### src/rtl/vpic_pkg.sv
package vpic_pkg;
   localparam int PRIO_W = 3;
   localparam int LVL_W  = PRIO_W + 1;
   localparam int VEC_W  = 7;
   localparam int ADDR_W = 24;
   localparam logic [LVL_W-1:0] TRAP_LVL = LVL_W'(1 << PRIO_W);

   typedef struct packed {
      logic              hit;
      logic [VEC_W-1:0]  vec;
      logic [LVL_W-1:0]  lvl;
   } win_t;
endpackage

### src/rtl/vpic_pend.sv
module vpic_pend #(
   parameter int W = 8
) (
   input  logic         clk,
   input  logic         rst_n,
   input  logic [W-1:0] set_i,
   input  logic [W-1:0] clr_i,
   output logic [W-1:0] eff_o
);
   logic [W-1:0] flag_q;

   // a fresh request in the clearing cycle re-arms the flag
   assign eff_o = (flag_q & ~clr_i) | set_i;

   always_ff @(posedge clk or negedge rst_n) begin
      if (!rst_n) flag_q <= '0;
      else        flag_q <= eff_o;
   end
endmodule

### src/rtl/vpic_arb.sv
module vpic_arb
   import vpic_pkg::*;
#(
   parameter int N_TRAP     = 5,
   parameter int N_IRQ      = 61,
   parameter int TRAP_SLOTS = 8
) (
   input  logic [N_TRAP-1:0]       trap_eff,
   input  logic [N_IRQ-1:0]        irq_eff,
   input  logic [N_IRQ-1:0]        irq_en,
   input  logic [N_IRQ*PRIO_W-1:0] irq_prio,
   input  logic [PRIO_W-1:0]       cpu_prio,
   output win_t                    win
);
   localparam int IDX_W = $clog2(N_IRQ + 1);

   logic [N_IRQ-1:0]  qual;
   logic [PRIO_W-1:0] best_lvl;
   logic              user_hit;
   logic [IDX_W-1:0]  user_idx;
   logic              trap_hit;
   logic [VEC_W-1:0]  trap_idx;

   genvar g;
   generate
      for (g = 0; g < N_IRQ; g++) begin : g_qual
         logic [PRIO_W-1:0] p;
         assign p       = irq_prio[g*PRIO_W +: PRIO_W];
         assign qual[g] = irq_eff[g] & irq_en[g] & (p != '0) & (p > cpu_prio);
      end
   endgenerate

   // stage one: highest programmed level among qualifying sources
   always_comb begin
      best_lvl = '0;
      for (int i = 0; i < N_IRQ; i++) begin
         if (qual[i] && (irq_prio[i*PRIO_W +: PRIO_W] > best_lvl))
            best_lvl = irq_prio[i*PRIO_W +: PRIO_W];
      end
   end

   // stage two: lowest index at that level
   always_comb begin
      user_hit = 1'b0;
      user_idx = '0;
      for (int i = 0; i < N_IRQ; i++) begin
         if (!user_hit && qual[i] && (irq_prio[i*PRIO_W +: PRIO_W] == best_lvl)) begin
            user_hit = 1'b1;
            user_idx = IDX_W'(i);
         end
      end
   end

   always_comb begin
      trap_hit = 1'b0;
      trap_idx = '0;
      for (int t = 0; t < N_TRAP; t++) begin
         if (!trap_hit && trap_eff[t]) begin
            trap_hit = 1'b1;
            trap_idx = VEC_W'(t);
         end
      end
   end

   always_comb begin
      win = '0;
      if (trap_hit) begin
         win.hit = 1'b1;
         win.vec = trap_idx;
         win.lvl = TRAP_LVL;
      end else if (user_hit) begin
         win.hit = 1'b1;
         win.vec = VEC_W'(TRAP_SLOTS) + VEC_W'(user_idx);
         win.lvl = LVL_W'(best_lvl);
      end
   end
endmodule

### src/rtl/vpic_vmap.sv
module vpic_vmap
   import vpic_pkg::*;
#(
   parameter logic [ADDR_W-1:0] PRI_BASE   = 24'h000004,
   parameter logic [ADDR_W-1:0] ALT_OFFSET = 24'h000100
) (
   input  logic [VEC_W-1:0]  vec,
   input  logic              alt,
   output logic [ADDR_W-1:0] addr
);
   localparam logic [ADDR_W-1:0] ALT_BASE = PRI_BASE + ALT_OFFSET;

   logic [ADDR_W-1:0] step;
   assign step = ADDR_W'(vec) << 1;

   generate
      if (ALT_OFFSET == '0) begin : g_single
         logic unused_alt;
         assign unused_alt = alt;
         assign addr = PRI_BASE + step;
      end else begin : g_dual
         assign addr = (alt ? ALT_BASE : PRI_BASE) + step;
      end
   endgenerate
endmodule

### src/rtl/vpic_top.sv
module vpic_top
   import vpic_pkg::*;
#(
   parameter int N_TRAP     = 5,
   parameter int N_IRQ      = 61,
   parameter int TRAP_SLOTS = 8,
   parameter logic [ADDR_W-1:0] PRI_BASE   = 24'h000004,
   parameter logic [ADDR_W-1:0] ALT_OFFSET = 24'h000100
) (
   input  logic                    clk,
   input  logic                    rst_n,
   input  logic [N_TRAP-1:0]       trap_req,
   input  logic [N_IRQ-1:0]        irq_req,
   input  logic [N_IRQ-1:0]        irq_en,
   input  logic [N_IRQ*PRIO_W-1:0] irq_prio,
   input  logic [PRIO_W-1:0]       cpu_prio,
   input  logic                    alt_sel,
   input  logic                    cpu_ack,
   output logic                    irq_out,
   output logic [VEC_W-1:0]        irq_vec,
   output logic [LVL_W-1:0]        irq_lvl,
   output logic [ADDR_W-1:0]       irq_addr,
   output logic [VEC_W-1:0]        ack_vec,
   output logic [LVL_W-1:0]        ack_lvl,
   output logic [ADDR_W-1:0]       ack_addr
);
   initial begin
      assert (N_TRAP >= 1 && N_TRAP <= TRAP_SLOTS)
         else $error("trap count must fit the trap slots");
      assert (N_IRQ >= 1 && TRAP_SLOTS + N_IRQ <= (1 << VEC_W))
         else $error("vector space too small");
   end

   logic              take;
   logic [N_TRAP-1:0] trap_clr, trap_eff;
   logic [N_IRQ-1:0]  irq_clr, irq_eff;
   win_t              win;
   logic [ADDR_W-1:0] win_addr;

   assign take = cpu_ack & irq_out;

   genvar g;
   generate
      for (g = 0; g < N_TRAP; g++) begin : g_tclr
         assign trap_clr[g] = take && (irq_vec == VEC_W'(g));
      end
      for (g = 0; g < N_IRQ; g++) begin : g_iclr
         assign irq_clr[g] = take && (irq_vec == VEC_W'(TRAP_SLOTS + g));
      end
   endgenerate

   vpic_pend #(.W(N_TRAP)) u_tpend (
      .clk(clk), .rst_n(rst_n), .set_i(trap_req), .clr_i(trap_clr), .eff_o(trap_eff));

   vpic_pend #(.W(N_IRQ)) u_ipend (
      .clk(clk), .rst_n(rst_n), .set_i(irq_req), .clr_i(irq_clr), .eff_o(irq_eff));

   vpic_arb #(.N_TRAP(N_TRAP), .N_IRQ(N_IRQ), .TRAP_SLOTS(TRAP_SLOTS)) u_arb (
      .trap_eff(trap_eff), .irq_eff(irq_eff), .irq_en(irq_en),
      .irq_prio(irq_prio), .cpu_prio(cpu_prio), .win(win));

   vpic_vmap #(.PRI_BASE(PRI_BASE), .ALT_OFFSET(ALT_OFFSET)) u_vmap (
      .vec(win.vec), .alt(alt_sel), .addr(win_addr));

   always_ff @(posedge clk or negedge rst_n) begin
      if (!rst_n) begin
         irq_out  <= 1'b0;
         irq_vec  <= '0;
         irq_lvl  <= '0;
         irq_addr <= '0;
      end else begin
         irq_out  <= win.hit;
         irq_vec  <= win.hit ? win.vec : '0;
         irq_lvl  <= win.hit ? win.lvl : '0;
         irq_addr <= win.hit ? win_addr : '0;
      end
   end

   always_ff @(posedge clk or negedge rst_n) begin
      if (!rst_n) begin
         ack_vec  <= '0;
         ack_lvl  <= '0;
         ack_addr <= '0;
      end else if (take) begin
         ack_vec  <= irq_vec;
         ack_lvl  <= irq_lvl;
         ack_addr <= irq_addr;
      end
   end
endmodule

### config.mk
export PLATFORM = sky130hd
export DESIGN_NAME = vpic_top
export DESIGN_NICKNAME = d
export VERILOG_FILES = /design/src/rtl/vpic_pkg.sv /design/src/rtl/vpic_pend.sv /design/src/rtl/vpic_arb.sv /design/src/rtl/vpic_vmap.sv /design/src/rtl/vpic_top.sv
export SDC_FILE = /design/constraint.sdc
export NUM_CORES = 1
export LEC_CHECK = 0
export BUFFER_PORTS_ARGS = -buffer_cell sky130_fd_sc_hd__buf_2
export CAP_MARGIN = 10
export CORE_MARGIN = 2
export CORE_UTILIZATION = 50
export CTS_BUF_LIST = sky130_fd_sc_hd__clkbuf_8
export DETAILED_ROUTE_END_ITERATION = 7
export PLACE_DENSITY = 0.71
export RECOVER_POWER = 50
export SLEW_MARGIN = 20
export SYNTH_ARGS = -nofsm -noshare
export SYNTH_HDL_FRONTEND = slang
export SYNTH_SLANG_ARGS = --single-unit
### constraint.sdc
create_clock -name clk -period 101.7 [get_ports clk]
set_input_delay 20.34 -clock clk [delete_from_list [all_inputs] [get_ports clk]]
set_output_delay 20.34 -clock clk [all_outputs]
set_load 0.02 [all_outputs]
Word-level counts from Yosys, hierarchy flattened
Cells that the tools add are included.
W data, S select, Z words.
- bits in registers: 137
- bits of input ports: 317
- logic and storage cells: 1024
- $add $sub $neg: 2
- order comparisons: 122
- equal/unequal tests: 126
- multiplexer cells: 197
- bitwise operators: 190
- reduce and logical (&&, ||, !) cells: 378
- operators with widths (operator ; number):
    $gt A3 B3 Y1 ; 121
    $logic_and A1 B1 Y1 ; 252
    $eq A7 B6 Y1 const B ; 32
    $mux W3 ; 66
    $and A1 B1 Y1 ; 184
    $eq A3 B3 Y1 ; 61
    $reduce_bool A3 Y1 ; 61
    $mux W6 ; 29
    $eq A7 B5 Y1 const B ; 16
    $mux W5 ; 16
    $mux W1 ; 68
    $logic_not A1 Y1 ; 64
    $and A61 B61 Y61 ; 1
    $not A61 Y61 ; 1
    $or A61 B61 Y61 ; 1
    $eq A7 B4 Y1 const B ; 8
    $mux W4 ; 9
    $eq A7 B7 Y1 const B ; 5
    $mux W12 ; 2
    $mux W24 ; 1
    $eq A7 B2 Y1 const B ; 2
    $add A9 B8 Y10 ; 1
    $mux W9 ; 1
    $mux W2 ; 4
    9 further kinds ; 9

Longest topological paths before layout
- depth after elaboration: 438
- gate-level depth with buffers: 447
- depth with buffers taken out: 443

Modules after synthesis
From an unflattened synthesis, not the netlist that was laid out.
- cells, all modules: 2920
- area, all modules: 22397.7 um^2
- modules (own cells, without submodules) (module ; times used ; cells each ; area each (um^2) ; sequential area each (um^2)):
    vpic_arb ; 1 ; 2437 ; 16703.5 ; 0.0
    vpic_top ; 1 ; 253 ; 3071.7 ; 1776.7
    vpic_pend at u_ipend ; 1 ; 183 ; 2213.4 ; 1526.5
    vpic_vmap ; 1 ; 32 ; 227.7 ; 0.0
    vpic_pend at u_tpend ; 1 ; 15 ; 181.4 ; 125.1

Least setup slack after synthesis
OpenSTA, ideal clock, no wires.
- path type: input to register
- start: input port cpu_prio[2]
- end: register irq_addr[6]
- setup time: 127 ps
- arrival time: 93735 ps
- data required time: 101573 ps
- path slack: 7838 ps
- cell stages on the path: 429
- cells stage by stage: inv_1 > ha_1 > a31oi_1 > and3_1 > buf_2 > nand2_1 > ha_1 > a21oi_1 > o21ai_0 > and3_1 > nand2_1 > nor2_1 > a21oi_1 > inv_1 > ha_1 > nor2_1 > o211ai_1 > a31oi_1 > [393 not listed] > buf_4 > nor2_1 > and3b_1 > a211o_1 > a2111oi_2 > nand3_1 > mux2_4 > or3_1 > buf_2 > or3b_4 > or4_4 > nor2_1 > a211o_1 > ha_1 > nand2_1 > a21oi_1 > xnor2_1 > nor2_1
- RTL lines (what ; line ; RTL):
    from (decl) ; vpic_top.sv:16 ; input logic [PRIO_W-1:0] cpu_prio,
    to (signal assigned) ; vpic_top.sv:75 ; irq_addr <= win.hit ? win_addr : '0;
    to (decl) ; vpic_top.sv:22 ; output logic [ADDR_W-1:0] irq_addr,

==> flow_summary_export.csv <==
group,metric,value,unit
power_and_ir_drop,clkPwrFrac,6.8,%
floorplanning,start_util,50.7,%
run_status,outcome,"complete, but fails checks",
sta,holdWs,478,ps
synth,syn_inst,2960,
sta,period_share,95.8,%
power_and_ir_drop,leakage,11.4,nW
routing,wl_per_cell,21.5,um
clock_tree,clk_latency,410,ps
worst_setup_path,cp.arrival,97720,ps
routing,ant_nets,0,
placed_design,gp_congestion,0.988,
finish,final_core_util,58.8,%
floorplanning,die_y,213,um
power_and_ir_drop,comb_power_share,82.9,%
finish,final_cell_area,0.0253,mm^2
power_and_ir_drop,p_switching,0.000219,W
job,maxCapViolCount,3,
placed_design,place_area,0.0240,mm^2
sta,drv_slew,116,
finish,areaGrowthSynthToFinish,16.0,%
floorplanning,core_area,0.0431,mm^2
routing,drt-total-wl,84100,um
worst_setup_path,cp_data_required_time,101990,ps
clock_tree,clockRootBuffer,"clkbuf_8",
worst_setup_path,setup.worst_path.start,"cpu_prio[2]",
global_routing,grt_pass1_wl,125000,um
placed_design,dpl.hpwl,66200,um
global_routing,track_usage,35.0,%
global_routing,global_route.usage.met1,46.0,%
routing,drtPass1Iterations,8,
clock_tree,cts_max_path_buffers,2,
global_routing,grt_overflow,0,
finish,num-fill-cells,4123,
clock_tree,cts_tree,"done",
sta,maxSlewHeadroom,-115,%
floorplanning,ios,388,
worst_setup_path,end_kind,"flop",
worst_setup_path,cp_slowest_cell,"or4_4",
worst_setup_path,timing.rr.end,"irq_addr[6]",
power_and_ir_drop,seqPwrFrac,10.3,%
clock_tree,clk_pin_slew,110,ps
synth,seq_area_frac_synth,12.0,%
worst_setup_path,crit_path_frequent_cell,"ha_1",
synth,async_flop_share,100,%
sta,fin_skew,19.5,ps
synth,ys.flop_type,"dfrtp_1",
run_status,violations,"max-capacitance violations, max-slew violations",
placed_design,portBuffers,357,
floorplanning,die_x,213,um
power_and_ir_drop,power_switching_share,52.9,%
synth,ys_seq_elements,105,
hold_path,hold_path.class,"flop to flop",
sta,worstMarginPinSlew,3220,ps
worst_setup_path,r2r_start,"irq_vec[0]",
floorplanning,die_area,0.0453,mm^2
worst_setup_path,reg2regPathDepth,425,
power_and_ir_drop,powerDensity,16.3,mW/mm^2
power_and_ir_drop,max-vdd-ir-drop,19.7,uV
routing,routed-via-count,24900,
placed_design,place_ws,-324,ps
floorplanning,fp-row-count,76,
synth,ys_warn_count,0,
sta,setup_violations,0,
finish,drive_gt1_share,20.8,%
finish,final_cell_mix,"buf_2, nand2_1, ha_1",
routing,avgViaCountPerCell,6.37,
global_routing,grt_use_met2,56.0,%
finish,layout_commonest_cell,"buf_2",
synth,synth_edf_count,0,
routing,drt_iter0_drc,2155,
sta,timing_hold_violations_final,0,
power_and_ir_drop,p_total,0.000414,W
sta,fmax,0.0103,GHz
synth,avgSynthCellArea,7.38,um^2
global_routing,antenna_found_initial,10,
worst_setup_path,critPathMaxFanout,8,
worst_setup_path,cp-start-kind,"input pin",
finish,fin_nets,3881,
worst_setup_path,worst-r2r-setup-slack,23020,ps
power_and_ir_drop,power.internal,0.000195,W
worst_setup_path,crit_end,"irq_addr[6]",
routing,drc,0,
sta,period_needed,97430,ps
sta,layout_setup_ws,4270,ps
clock_tree,htree_levels,3,
clock_tree,numCtsBuffers,9,
worst_setup_path,critPathMaxStageDelay,580,ps
clock_tree,clock-sinks,105,
worst_setup_path,worst-setup-path-type,"input pin to flop",
global_routing,busiest_layer,"met2",
global_routing,grt_pass1_vias,23100,
global_routing,use_met3,5.62,%
clock_tree,hold_buffers,0,
global_routing,grt_max_degree,74,
synth,mappedNetlistArea,0.0218,mm^2
synth,yosysUniqueCellTypes,123,
registers in the layout (all words and copies together) (netlist names), 4 cells and up:
| name | count |
|---|---|
| irq_lvl | 4 |
| ack_lvl | 4 |
| u_tpend.flag_q | 5 |
| ack_vec | 7 |
| irq_vec | 7 |
| u_ipend.flag_q | 61 |
| irq_addr | 8 |
| ack_addr | 8 |
through the flow:
| step | std cells | TNS, ps |
|---|---|---|
| floorplan | 2990 | 0 |
| detailed placement | 3834 | -1040 |
| finish | 3912 | 0 |
| global route | 3911 | -6260 |
| CTS | 3850 | 0 |
| global placement | 3834 | 0 |
area by class of cell:
type / instances / area (um^2) / area share, %
diodes: 9 / 22.5 / 0.0889
clock buffers: 9 / 124 / 0.489
clock inverters: 7 / 85.1 / 0.336
inverters: 205 / 772 / 3.05
multi-input cells: 2560 / 18600 / 73.4
flip-flops and latches: 105 / 2630 / 10.4
well taps: 585 / 732 / 2.89
repair buffers: 432 / 2380 / 9.40
routing by layer:
layer	routed length [um]	vias up
li1	-	11700
met1	35400	11900
met2	37800	1096
met3	6710	220
met4	4160	2
met5	13	-
worst min path at each step:
stage                       start            endpoint  cells after the start
2_1_floorplan  u_ipend.flag_q[19]  u_ipend.flag_q[19]                      2
3_3_place_gp   u_ipend.flag_q[60]  u_ipend.flag_q[60]                      1
3_5_place_dp   u_ipend.flag_q[40]  u_ipend.flag_q[40]                      1
4_1_cts        u_ipend.flag_q[55]  u_ipend.flag_q[55]                      1
5_1_grt        u_ipend.flag_q[60]  u_ipend.flag_q[60]                      1
6_report       u_ipend.flag_q[55]  u_ipend.flag_q[55]                      1
cell families (layout without fill, tap and decap cells):
logic type      count (synthesis)  count (layout)  share of synthesized area, %
simple gates                 1097            1097                          25.6
compound gates                947             947                          31.0
buf+inv                       325             653                          6.77
fa+ha+maj                     271             271                          15.3
xor+xnor                      140             140                          5.62
flops                         105             105                          12.0
mux                            74              74                          3.69
other cells                     1              40                        0.0172
power groups by stage:
| stage | clock [W] | combinational, W | sequential, W |
|---|---|---|---|
| floorplan | 0 | 0.000228 | 0.0000435 |
| global placement | 0 | 0.000290 | 0.0000434 |
| detailed placement | 0 | 0.000298 | 0.0000435 |
| CTS | 0.0000285 | 0.000300 | 0.0000427 |
| global route | 0.0000302 | 0.000375 | 0.0000427 |
| finish | 0.0000282 | 0.000343 | 0.0000427 |
synthesized netlist by cell type (18+ instances only):
| cell | count | area share (%) |
|---|---|---|
| dfrtp_1 | 105 | 12 |
| o31ai_1 | 41 | 1.4 |
| and3_1 | 50 | 1.4 |
| o21ai_0 | 121 | 2.8 |
| buf_4 | 52 | 1.8 |
| nand2_1 | 299 | 5.1 |
| nor2_1 | 245 | 4.2 |
| inv_1 | 205 | 3.5 |
| mux2i_1 | 28 | 1.3 |
| a21o_1 | 112 | 3.9 |
| nor3_1 | 64 | 1.5 |
| o211ai_1 | 35 | 1.2 |
| or2_2 | 25 | 0.72 |
| and2_1 | 57 | 1.6 |
| nor2b_1 | 42 | 1.2 |
| xnor2_1 | 83 | 3.3 |
| ha_1 | 251 | 14 |
| a21oi_1 | 174 | 4.0 |
| o21a_1 | 48 | 1.7 |
| o311ai_0 | 43 | 1.7 |
| a211oi_1 | 33 | 1.1 |
| nand2b_1 | 28 | 0.80 |
| a31oi_1 | 63 | 1.8 |
| maj3_1 | 20 | 0.92 |
| nand3_1 | 113 | 2.6 |
| o22ai_1 | 24 | 0.69 |
| clkbuf_1 | 34 | 0.58 |
| a22oi_1 | 23 | 0.79 |
| mux2_2 | 44 | 2.3 |
| nor3b_1 | 45 | 1.5 |
| nor4_1 | 18 | 0.52 |
| xor2_1 | 57 | 2.3 |
| buf_2 | 20 | 0.46 |
worst max-delay path, delay by kind of cell:
kind	cells	cell delay, ps
mux	15	4960
simple gates	139	17270
fa+ha+maj	79	22730
xor+xnor	1	130
compound gates	178	30940
buf+inv	16	1270
what timing repair did:
| action | CTS | global route |
|---|---|---|
| cloned | 0 | 0 |
| gates resized for setup | 4 | 155 |
| setup buffers | 0 | 52 |
| pin swaps | 0 | 51 |
| endpoints found under the setup margin | 3 | 18 |
No activity file was read; power rests on OpenSTA's default activity.
